`src/rtl/i2c_eng_pkg.sv`:
```
`timescale 1ns/1ps
// Shared types for the I2C byte engine: command codes and sequencer states.
package i2c_eng_pkg;

    typedef enum logic [2:0] {
        OP_START  = 3'd0,
        OP_STOP   = 3'd1,
        OP_RSTART = 3'd2,
        OP_WRITE  = 3'd3,
        OP_READ   = 3'd4
    } op_e;

    typedef enum logic [2:0] {
        ST_IDLE,
        ST_START,
        ST_STOP_LO,
        ST_STOP_HI,
        ST_RS_LO,
        ST_RS_HI,
        ST_BIT,
        ST_ACK
    } state_e;

endpackage

```
`src/rtl/i2c_bus_monitor.sv`:
```
`timescale 1ns/1ps
// Bus monitor: watches the sampled SCL/SDA levels for START and STOP
// conditions from any master and keeps a bus-busy flag.
// Assumes scl_in/sda_in are already synchronised to clk.
module i2c_bus_monitor (
    input  logic clk,
    input  logic rst_n,
    input  logic scl_in,
    input  logic sda_in,
    output logic bus_busy,
    output logic start_seen,
    output logic stop_seen
);
    logic scl_q;
    logic sda_q;

    // Condition decode: SDA edge while SCL held high on both samples
    always_comb begin
        start_seen = scl_q & scl_in & sda_q & ~sda_in;
        stop_seen  = scl_q & scl_in & ~sda_q & sda_in;
    end

    // Previous-sample registers and busy flag
    always_ff @(posedge clk) begin
        if (!rst_n) begin
            scl_q    <= 1'b1;
            sda_q    <= 1'b1;
            bus_busy <= 1'b0;
        end else begin
            scl_q <= scl_in;
            sda_q <= sda_in;
            if (start_seen)
                bus_busy <= 1'b1;
            else if (stop_seen)
                bus_busy <= 1'b0;
        end
    end
endmodule

```
`src/rtl/i2c_shift_unit.sv`:
```
`timescale 1ns/1ps
// Byte shift register: presents the MSB for transmission and shifts the
// sampled bus bit in at the LSB, counting the bits of one byte.
// Assumes load and shift are never asserted together.
module i2c_shift_unit #(
    parameter int DATA_W = 8
) (
    input  logic              clk,
    input  logic              rst_n,
    input  logic              load,
    input  logic [DATA_W-1:0] load_val,
    input  logic              shift,
    input  logic              bit_in,
    output logic              msb,
    output logic              last,
    output logic [DATA_W-1:0] value
);
    localparam int CNT_W = (DATA_W > 1) ? $clog2(DATA_W) : 1;
    localparam logic [CNT_W-1:0] CNT_LAST = CNT_W'(DATA_W - 1);

    logic [CNT_W-1:0] cnt;

    // Outputs derived from the register contents
    always_comb begin
        msb  = value[DATA_W-1];
        last = (cnt == CNT_LAST);
    end

    // Shift register and bit counter
    always_ff @(posedge clk) begin
        if (!rst_n) begin
            value <= '0;
            cnt   <= '0;
        end else if (load) begin
            value <= load_val;
            cnt   <= '0;
        end else if (shift) begin
            value <= {value[DATA_W-2:0], bit_in};
            cnt   <= last ? '0 : cnt + 1'b1;
        end
    end
endmodule

```
`src/rtl/i2c_arb_check.sv`:
```
`timescale 1ns/1ps
// Arbitration checker: flags a loss when the engine released SDA on a
// transmitted bit but the bus reads low; keeps a sticky flag until cleared.
// Assumes check is a one-cycle qualifier at the SCL-high sample point.
module i2c_arb_check (
    input  logic clk,
    input  logic rst_n,
    input  logic check,
    input  logic released,
    input  logic sda_in,
    input  logic clr,
    output logic lose_now,
    output logic lost_flag
);
    // Loss decode at the sample point
    always_comb lose_now = check & released & ~sda_in;

    // Sticky loss flag; a new loss wins over a clear in the same cycle
    always_ff @(posedge clk) begin
        if (!rst_n)
            lost_flag <= 1'b0;
        else if (lose_now)
            lost_flag <= 1'b1;
        else if (clr)
            lost_flag <= 1'b0;
    end
endmodule

```
`src/rtl/i2c_byte_engine.sv`:
```
`timescale 1ns/1ps
// I2C byte engine (top): sequences START, STOP, repeated START, byte write
// and byte read with acknowledge on the ninth pulse, on an open-drain SDA.
// Assumes an external unit generates SCL and provides stb_low (mid SCL low)
// and stb_high (mid SCL high) strobes, one cycle each, while scl_req is high.
module i2c_byte_engine #(
    parameter int DATA_W = 8
) (
    input  logic              clk,
    input  logic              rst_n,
    input  logic              scl_in,
    input  logic              sda_in,
    output logic              sda_drive_low,
    input  logic              stb_low,
    input  logic              stb_high,
    output logic              scl_req,
    input  logic              cmd_valid,
    input  logic [2:0]        cmd_op,
    input  logic [DATA_W-1:0] cmd_data,
    input  logic              cmd_ack,
    output logic              busy,
    output logic              done,
    output logic [DATA_W-1:0] rx_data,
    output logic              ack_rcvd,
    output logic              arb_lost,
    input  logic              arb_clr,
    output logic              bus_busy
);
    import i2c_eng_pkg::*;

    state_e state;
    logic   drive_q;
    logic   done_q;
    logic   ack_q;
    logic   is_write;
    logic   ack_en_q;
    op_e    op;

    logic              sh_load;
    logic              sh_shift;
    logic              sh_msb;
    logic              sh_last;
    logic [DATA_W-1:0] sh_value;
    logic              arb_check;
    logic              lose_now;
    logic              start_seen;
    logic              stop_seen;

    // Command decode and datapath controls
    always_comb begin
        op        = op_e'(cmd_op);
        sh_load   = (state == ST_IDLE) && cmd_valid &&
                    ((op == OP_WRITE) || (op == OP_READ));
        arb_check = (state == ST_BIT) && is_write && stb_high;
        sh_shift  = (state == ST_BIT) && stb_high && !lose_now;
    end

    i2c_bus_monitor u_mon (
        .clk        (clk),
        .rst_n      (rst_n),
        .scl_in     (scl_in),
        .sda_in     (sda_in),
        .bus_busy   (bus_busy),
        .start_seen (start_seen),
        .stop_seen  (stop_seen)
    );

    i2c_shift_unit #(.DATA_W(DATA_W)) u_shift (
        .clk      (clk),
        .rst_n    (rst_n),
        .load     (sh_load),
        .load_val ((op == OP_WRITE) ? cmd_data : {DATA_W{1'b1}}),
        .shift    (sh_shift),
        .bit_in   (sda_in),
        .msb      (sh_msb),
        .last     (sh_last),
        .value    (sh_value)
    );

    i2c_arb_check u_arb (
        .clk       (clk),
        .rst_n     (rst_n),
        .check     (arb_check),
        .released  (~drive_q),
        .sda_in    (sda_in),
        .clr       (arb_clr),
        .lose_now  (lose_now),
        .lost_flag (arb_lost)
    );

    // Command sequencer: owns the SDA drive register and completion pulse
    always_ff @(posedge clk) begin
        if (!rst_n) begin
            state    <= ST_IDLE;
            drive_q  <= 1'b0;
            done_q   <= 1'b0;
            ack_q    <= 1'b0;
            is_write <= 1'b0;
            ack_en_q <= 1'b0;
        end else begin
            done_q <= 1'b0;
            case (state)
                ST_IDLE: begin
                    if (cmd_valid) begin
                        case (op)
                            OP_START:  state <= ST_START;
                            OP_STOP:   state <= ST_STOP_LO;
                            OP_RSTART: state <= ST_RS_LO;
                            OP_WRITE: begin
                                state    <= ST_BIT;
                                is_write <= 1'b1;
                            end
                            OP_READ: begin
                                state    <= ST_BIT;
                                is_write <= 1'b0;
                                ack_en_q <= cmd_ack;
                            end
                            default: state <= ST_IDLE;
                        endcase
                    end
                end
                ST_START: begin
                    if (stb_high && !bus_busy) begin
                        drive_q <= 1'b1;
                        done_q  <= 1'b1;
                        state   <= ST_IDLE;
                    end
                end
                ST_STOP_LO: begin
                    if (stb_low) begin
                        drive_q <= 1'b1;
                        state   <= ST_STOP_HI;
                    end
                end
                ST_STOP_HI: begin
                    if (stb_high) begin
                        drive_q <= 1'b0;
                        done_q  <= 1'b1;
                        state   <= ST_IDLE;
                    end
                end
                ST_RS_LO: begin
                    if (stb_low) begin
                        drive_q <= 1'b0;
                        state   <= ST_RS_HI;
                    end
                end
                ST_RS_HI: begin
                    if (stb_high) begin
                        drive_q <= 1'b1;
                        done_q  <= 1'b1;
                        state   <= ST_IDLE;
                    end
                end
                ST_BIT: begin
                    if (stb_low) begin
                        drive_q <= is_write ? ~sh_msb : 1'b0;
                    end else if (stb_high) begin
                        if (lose_now) begin
                            drive_q <= 1'b0;
                            done_q  <= 1'b1;
                            state   <= ST_IDLE;
                        end else if (sh_last) begin
                            state <= ST_ACK;
                        end
                    end
                end
                ST_ACK: begin
                    if (stb_low) begin
                        drive_q <= is_write ? 1'b0 : ack_en_q;
                    end else if (stb_high) begin
                        ack_q  <= is_write ? ~sda_in : 1'b0;
                        done_q <= 1'b1;
                        state  <= ST_IDLE;
                    end
                end
                default: state <= ST_IDLE;
            endcase
        end
    end

    // Port assignments
    always_comb begin
        sda_drive_low = drive_q;
        done          = done_q;
        ack_rcvd      = ack_q;
        rx_data       = sh_value;
        busy          = (state != ST_IDLE);
        scl_req       = (state != ST_IDLE) && (state != ST_START);
    end
endmodule

```
`config.mk`:
```
export PLATFORM = sky130hd
export DESIGN_NAME = i2c_byte_engine
export DESIGN_NICKNAME = d
export VERILOG_FILES = /design/src/rtl/i2c_eng_pkg.sv /design/src/rtl/i2c_bus_monitor.sv /design/src/rtl/i2c_shift_unit.sv /design/src/rtl/i2c_arb_check.sv /design/src/rtl/i2c_byte_engine.sv
export SDC_FILE = /design/constraint.sdc
export NUM_CORES = 1
export LEC_CHECK = 0
export ABC_CLOCK_PERIOD_IN_PS = 5200
export BUFFER_PORTS_ARGS = -buffer_cell sky130_fd_sc_hd__buf_2
export CORE_MARGIN = 4
export CORE_UTILIZATION = 55
export CTS_CLUSTER_DIAMETER = 100
export DETAILED_ROUTE_END_ITERATION = 7
export PLACE_DENSITY = 0.81
export RECOVER_POWER = 100
export SLEW_MARGIN = 20
export SYNTH_ARGS = -nofsm -noshare
export SYNTH_HDL_FRONTEND = slang
export SYNTH_HIERARCHICAL = 1
export SYNTH_SLANG_ARGS = --single-unit
```
`constraint.sdc`:
```
create_clock -name clk -period 5.2 [get_ports clk]
set_clock_uncertainty 0.1 [all_clocks]
set_input_delay 0 -clock clk [delete_from_list [all_inputs] [get_ports clk]]
set_output_delay 0 -clock clk [all_outputs]
set_load 0.02 [all_outputs]
```
; ---- Word level (Yosys, flattened, before mapping)
; Cells that the tools add are included.
[totals]
latchBits = 0
output_inout_bits = 15
mem_bits_ro = 0
ff_bits = 23
in_bits = 20
word_cells = 120
ram_bits = 0
n_memories = 0
[classes]
mul = 0
order_cmp = 0
mux = 41
div = 0
shifts = 0
addsub = 1
bitwise = 13
n_eq_ne = 26
reduce_logical = 27
[op_table]
columns = op, count
row1 = $mux W3, 11
row2 = $mux W8, 3
row3 = $mux W1, 22
row4 = $pmux W3 S7, 1
row5 = $ne A2 B2 Y1 const B, 10
row6 = $eq A3 B3 Y1 const B, 6
row7 = $eq A3 B2 Y1 const B, 4
row8 = $pmux W3 S4, 1
row9 = $reduce_and A3 Y1, 3
row10 = $reduce_and A9 Y1, 1
row11 = $logic_and A1 B1 Y1, 8
row12 = $reduce_and A8 Y1, 1
row13 = $reduce_bool A2 Y1, 4
row14 = $and A1 B1 Y1, 7
row15 = $pmux W1 S7, 1
row16 = $reduce_bool A7 Y1, 1
row17 = $eq A3 B1 Y1 const B, 2
row18 = $logic_not A3 Y1, 2
row19 = $ne A3 B3 Y1 const B, 2
row20 = $not A1 Y1, 6
row21 = $reduce_or A2 Y1, 3
row22 = $pmux W1 S4, 1
row23 = $add A3 B1 Y3 const B, 1
row24 = $ne A3 B1 Y1 const B, 1
row25 = 5 further kinds, 6

; ---- Depth between registers and ports, before layout
[logic_depth]
depth_word = 9
mapped_depth = 10
ltp_nobuf = 9

; ---- By module
; Netlist, hierarchy kept.
[by_module_without_submodules]
columns = module, cells_each, seq_area_each_um2, area_each_um2, n_inst
row1 = i2c_byte_engine, 97, 160.2, 709.4, 1
row2 = i2c_shift_unit, 49, 220.2, 550.5, 1
row3 = i2c_bus_monitor, 12, 60.1, 125.1, 1
row4 = i2c_arb_check, 6, 20.0, 50.0, 1

; ---- Least setup slack after synthesis
; No wires, ideal clock.
[synth_timing]
kind = register to register
startpoint = register state[0]
endpoint = register u_shift.value[0]
t_arrival_ns = 2.181
path_buffers = 3
required_ns = 4.984
path_slack_ns = 2.803
stages_incl_launch_ff = 10
setup_ns = 0.116
period_less_slack_ns = 2.397
path_cell_list = dfxtp_1 -> buf_6 -> clkbuf_2 -> and4b_1 -> nand2_1 -> nor2_1 -> nor4bb_1 -> buf_6 -> mux2_2 -> o211a_1
[synth_between]
elab_chain_cells = 8
word_cells_on_any_way = 13
cone_classes = 1 x eq/ne / 1 x mux / 2 x bitwise / 9 x reduce/logical
[synth_lines]
columns = item, line_no
row1 = from (decl), i2c_byte_engine.sv:31  ; state_e state;
row2 = from (signal assigned), i2c_byte_engine.sv:94  ; state <= ST_IDLE;
row3 = from (signal assigned), i2c_byte_engine.sv:106  ; OP_START: state <= ST_START;
row4 = from (signal assigned), i2c_byte_engine.sv:107  ; OP_STOP: state <= ST_STOP_LO;
row5 = $eq A3 B3 Y1, i2c_byte_engine.sv:54  ; arb_check = (state == ST_BIT) && is_write && stb_high;
row6 = $logic_and A1 B1 Y1 (2 in series), i2c_byte_engine.sv:54
row7 = net arb_check, i2c_byte_engine.sv:44  ; logic arb_check;
row8 = $and A1 B1 Y1 (2 in series), i2c_arb_check.sv:16  ; always_comb lose_now = check & released & ~sda_in;
row9 = net lose_now, i2c_byte_engine.sv:45  ; logic lose_now;
row10 = $logic_not A1 Y1, i2c_byte_engine.sv:55  ; sh_shift = (state == ST_BIT) && stb_high && !lose_now;
row11 = $logic_and A1 B1 Y1, i2c_byte_engine.sv:55
row12 = net sh_shift, i2c_byte_engine.sv:40  ; logic sh_shift;
row13 = $reduce_bool A2 Y1 (no line), n/a
row14 = to (signal assigned), i2c_shift_unit.sv:35  ; value <= load_val;
row15 = to (signal assigned), i2c_shift_unit.sv:38  ; value <= {value[DATA_W-2:0], bit_in};
row16 = to (decl), i2c_shift_unit.sv:16  ; output logic [DATA_W-1:0] value
; The timed path passes the listed nets, and every way through them passes these cells.
; A chain may end at the register's enable or synchronous reset.

; ---- Final worst setup path
[layout_timing]
startpoint = register state[2]
endpoint = register done_q, in the netlist done
[layout_between]
elab_chain_cells = 9
word_cells_on_any_way = 14
cone_classes = 5 x eq/ne / 4 x mux / 2 x bitwise / 3 x reduce/logical
[layout_lines]
columns = item, line_no
row1 = $eq A3 B3 Y1, i2c_byte_engine.sv:54
row2 = $logic_and A1 B1 Y1 (2 in series), i2c_byte_engine.sv:54
row3 = net arb_check, i2c_byte_engine.sv:44
row4 = $and A1 B1 Y1 (2 in series), i2c_arb_check.sv:16
row5 = net lose_now, i2c_byte_engine.sv:45
row6 = $mux W1, i2c_byte_engine.sv:159  ; if (lose_now) begin
row7 = $mux W1, i2c_byte_engine.sv:158  ; end else if (stb_high) begin
row8 = $mux W1, i2c_byte_engine.sv:156  ; if (stb_low) begin
row9 = $pmux W1 S4, i2c_byte_engine.sv:102  ; case (state)
row10 = to (signal assigned), i2c_byte_engine.sv:101  ; done_q <= 1'b0;
row11 = to (signal assigned), i2c_byte_engine.sv:161  ; done_q <= 1'b1;
row12 = to (signal assigned), i2c_byte_engine.sv:173  ; done_q <= 1'b1;
row13 = to (decl), i2c_byte_engine.sv:33  ; logic done_q;
; The timed path passes the listed nets, and every way through them passes these cells.

==> out/metrics.yaml <==
slew_headroom: 0.551
syn_nets: 184
powerDensity_nw_per_um2: 306
violations: "hold timing"
place_inst: 217
maxCapViolations: 0
overflow: 0
die_y_um: 58.9
grt_pass1_wl_um: 5470
mostFrequentLayoutCell: "dfxtp_1"
finalNetCount: 230
period_needed_ns: 2.88
rsz0062_at_grt: "false"
via_per_inst: 5.69
holdPathStages: 4
cts.sinks: 23
rows: 18
drtIter0Drc: 58
grt_use_total: 0.202
worstSetupStartpointType: "flip-flop"
finalHoldViolCount: 1
yosysWarnings: 6
r2r_slack_ns: 2.32
power_leakage_uw: 0.000748
min_to: "u_shift/value[0]$_SDFFE_PN0P_"
root_buffer: "clkbuf_4"
worstPathRequired_ns: 5.36
fillers: 218
start_util: 0.576
layoutNonFillerInstCount: 237
worstPathArrival_ns: 3.05
worstHoldStart: "cmd_data[0]"
largest_reg_flops: 8
die_w_um: 58.9
reg2regPathDepth: 9
area.growth.synth_to_final_pct: 21.5
critPathMaxFanout: 16
cp_cell_sequence: "and2_0 > and4b_1 > nand2_1 > nor2_1 > o21ai_0 > o211ai_1 > nand4b_1 > dlygate4sd3_1 > a21oi_1"
top_regs: "u_shift/value: 8 flops, state: 3 flops, u_shift/cnt: 3 flops"
status: "finished with violations"
antenna_found_initial: 0
drc: 0
slew_viol_final: 0
h-tree-depth: 1
cp_num_buf_inv: 1
vias: 1348
wl_um: 3390
worst_ir_drop_vdd_mv: 0.216
crit_type: "flip-flop to flip-flop"
num_antenna_cells: 0
die-area_um2: 3470
tightest_slew_ns: 0.673
clk_latency_ns: 0.32
first_pass_iters: 5
antenna_left: 0
clock_path_buffers: 2
crit_family: "simple AND/OR/NAND/NOR gates"
port-buffer-count: 34
synth_area_per_cell_um2: 8.80
clkTransAtPathRegs_ns: 0.14
core_um2: 2480
grt_start_max_net_pins: 25
fmax_ghz: 0.347
r2r_start: "state[2]$_SDFFE_PN0P_"
dpl.hpwl_um: 2290
cp-end-kind: "flip-flop"
ios: 35
whs_ns: -0.00153
syn_inst: 162
cts_buffers: 3
report.final.setup_viol: 0
hp-class: "input pin to flip-flop"
final_cell_mix: "23 x dfxtp_1, 18 x clkbuf_1, 17 x buf_2, 16 x nand2b_1, 16 x dlygate4sd3_1"
slowest_stage: "dfxtp_1"
r2r-end: "done$_SDFF_PN0_"
gp_congestion: 0.854
grt_pass1_vias: 1217
fin_crit_sh: 0.554
layout-drive-gt1-share: 0.208
top_register: "u_shift/value"
cts_tree: "yes"
wl_per_cell_um: 14.3
fin_tns_setup_ns: 0
netlist_area_um2: 1430
critical-path-max-stage-delay_ns: 0.67
## final cells by class
| type | count | area (um^2) | area share |
|---|---|---|---|
| well taps | 30 | 37.5 | 0.0217 |
| repair buffers | 51 | 313 | 0.181 |
| multi-input cells | 125 | 877 | 0.506 |
| inverters | 4 | 15.0 | 0.00866 |
| clock buffers | 3 | 22.5 | 0.0130 |
| flip-flops and latches | 23 | 460 | 0.266 |
| clock inverters | 1 | 7.51 | 0.00433 |
## routing by layer
layer	routed length, um	up-vias	global-route usage
li1	-	665	-
met1	1480	635	0.257
met2	1670	46	0.344
met3	218	2	0.0395
met4	14	0	0.0615
met5	0	-	0
## worst max-delay path by stage
stage,from,end,slack (ns),depth (start not counted)
6_report,state[2]$_SDFFE_PN0P_,done$_SDFF_PN0_,2.32,9
3_3_place_gp,state[2]$_SDFFE_PN0P_,u_shift/value[3]$_SDFFE_PN0P_,2.79,8
5_1_grt,state[2]$_SDFFE_PN0P_,state[2]$_SDFFE_PN0P_,2.01,9
3_5_place_dp,state[2]$_SDFFE_PN0P_,state[1]$_SDFFE_PN0P_,2.66,9
2_1_floorplan,state[0]$_SDFFE_PN0P_,u_shift/value[0]$_SDFFE_PN0P_,2.80,9
4_1_cts,state[2]$_SDFFE_PN0P_,done$_SDFF_PN0_,2.39,9
## per-stage QoR
step	area [um^2]	total power, uW	util	setup slack [ns]	hold slack [ns]
2_1_floorplan	1430	398	-	2.80	-0.0270
3_3_place_gp	1580	439	0.639	2.79	0.106
3_5_place_dp	1580	447	0.639	2.66	0.118
4_1_cts	1770	544	0.716	2.39	0.00291
5_1_grt	1730	565	0.699	2.01	0.00900
6_report	1730	530	0.699	2.32	-0.00153
## timing repair
item | 4_1_cts | 5_1_grt
buffers inserted | 0 | 0
hold buffers | 16 | 0
resized for setup | 0 | 0
endpoints found under the hold margin | 13 | 0
endpoints found under the setup margin | 0 | 0
## worst register-to-register path, cell delays in order (launching register included)
cell and delay (ns):
dfxtp_1 0.67, and2_0 0.29, and4b_1 0.22, nand2_1 0.08, nor2_1 0.37, o21ai_0 0.15
o211ai_1 0.18, nand4b_1 0.10, dlygate4sd3_1 0.57, a21oi_1 0.10
## where the power goes
| part | internal (uW) | switching [uW] | total (uW) |
|---|---|---|---|
| logic | 83.2 | 117 | 200 |
| registers | 198 | 42.2 | 241 |
| clock network | 29.3 | 59.4 | 88.8 |
(Power assumes the default switching activity.)
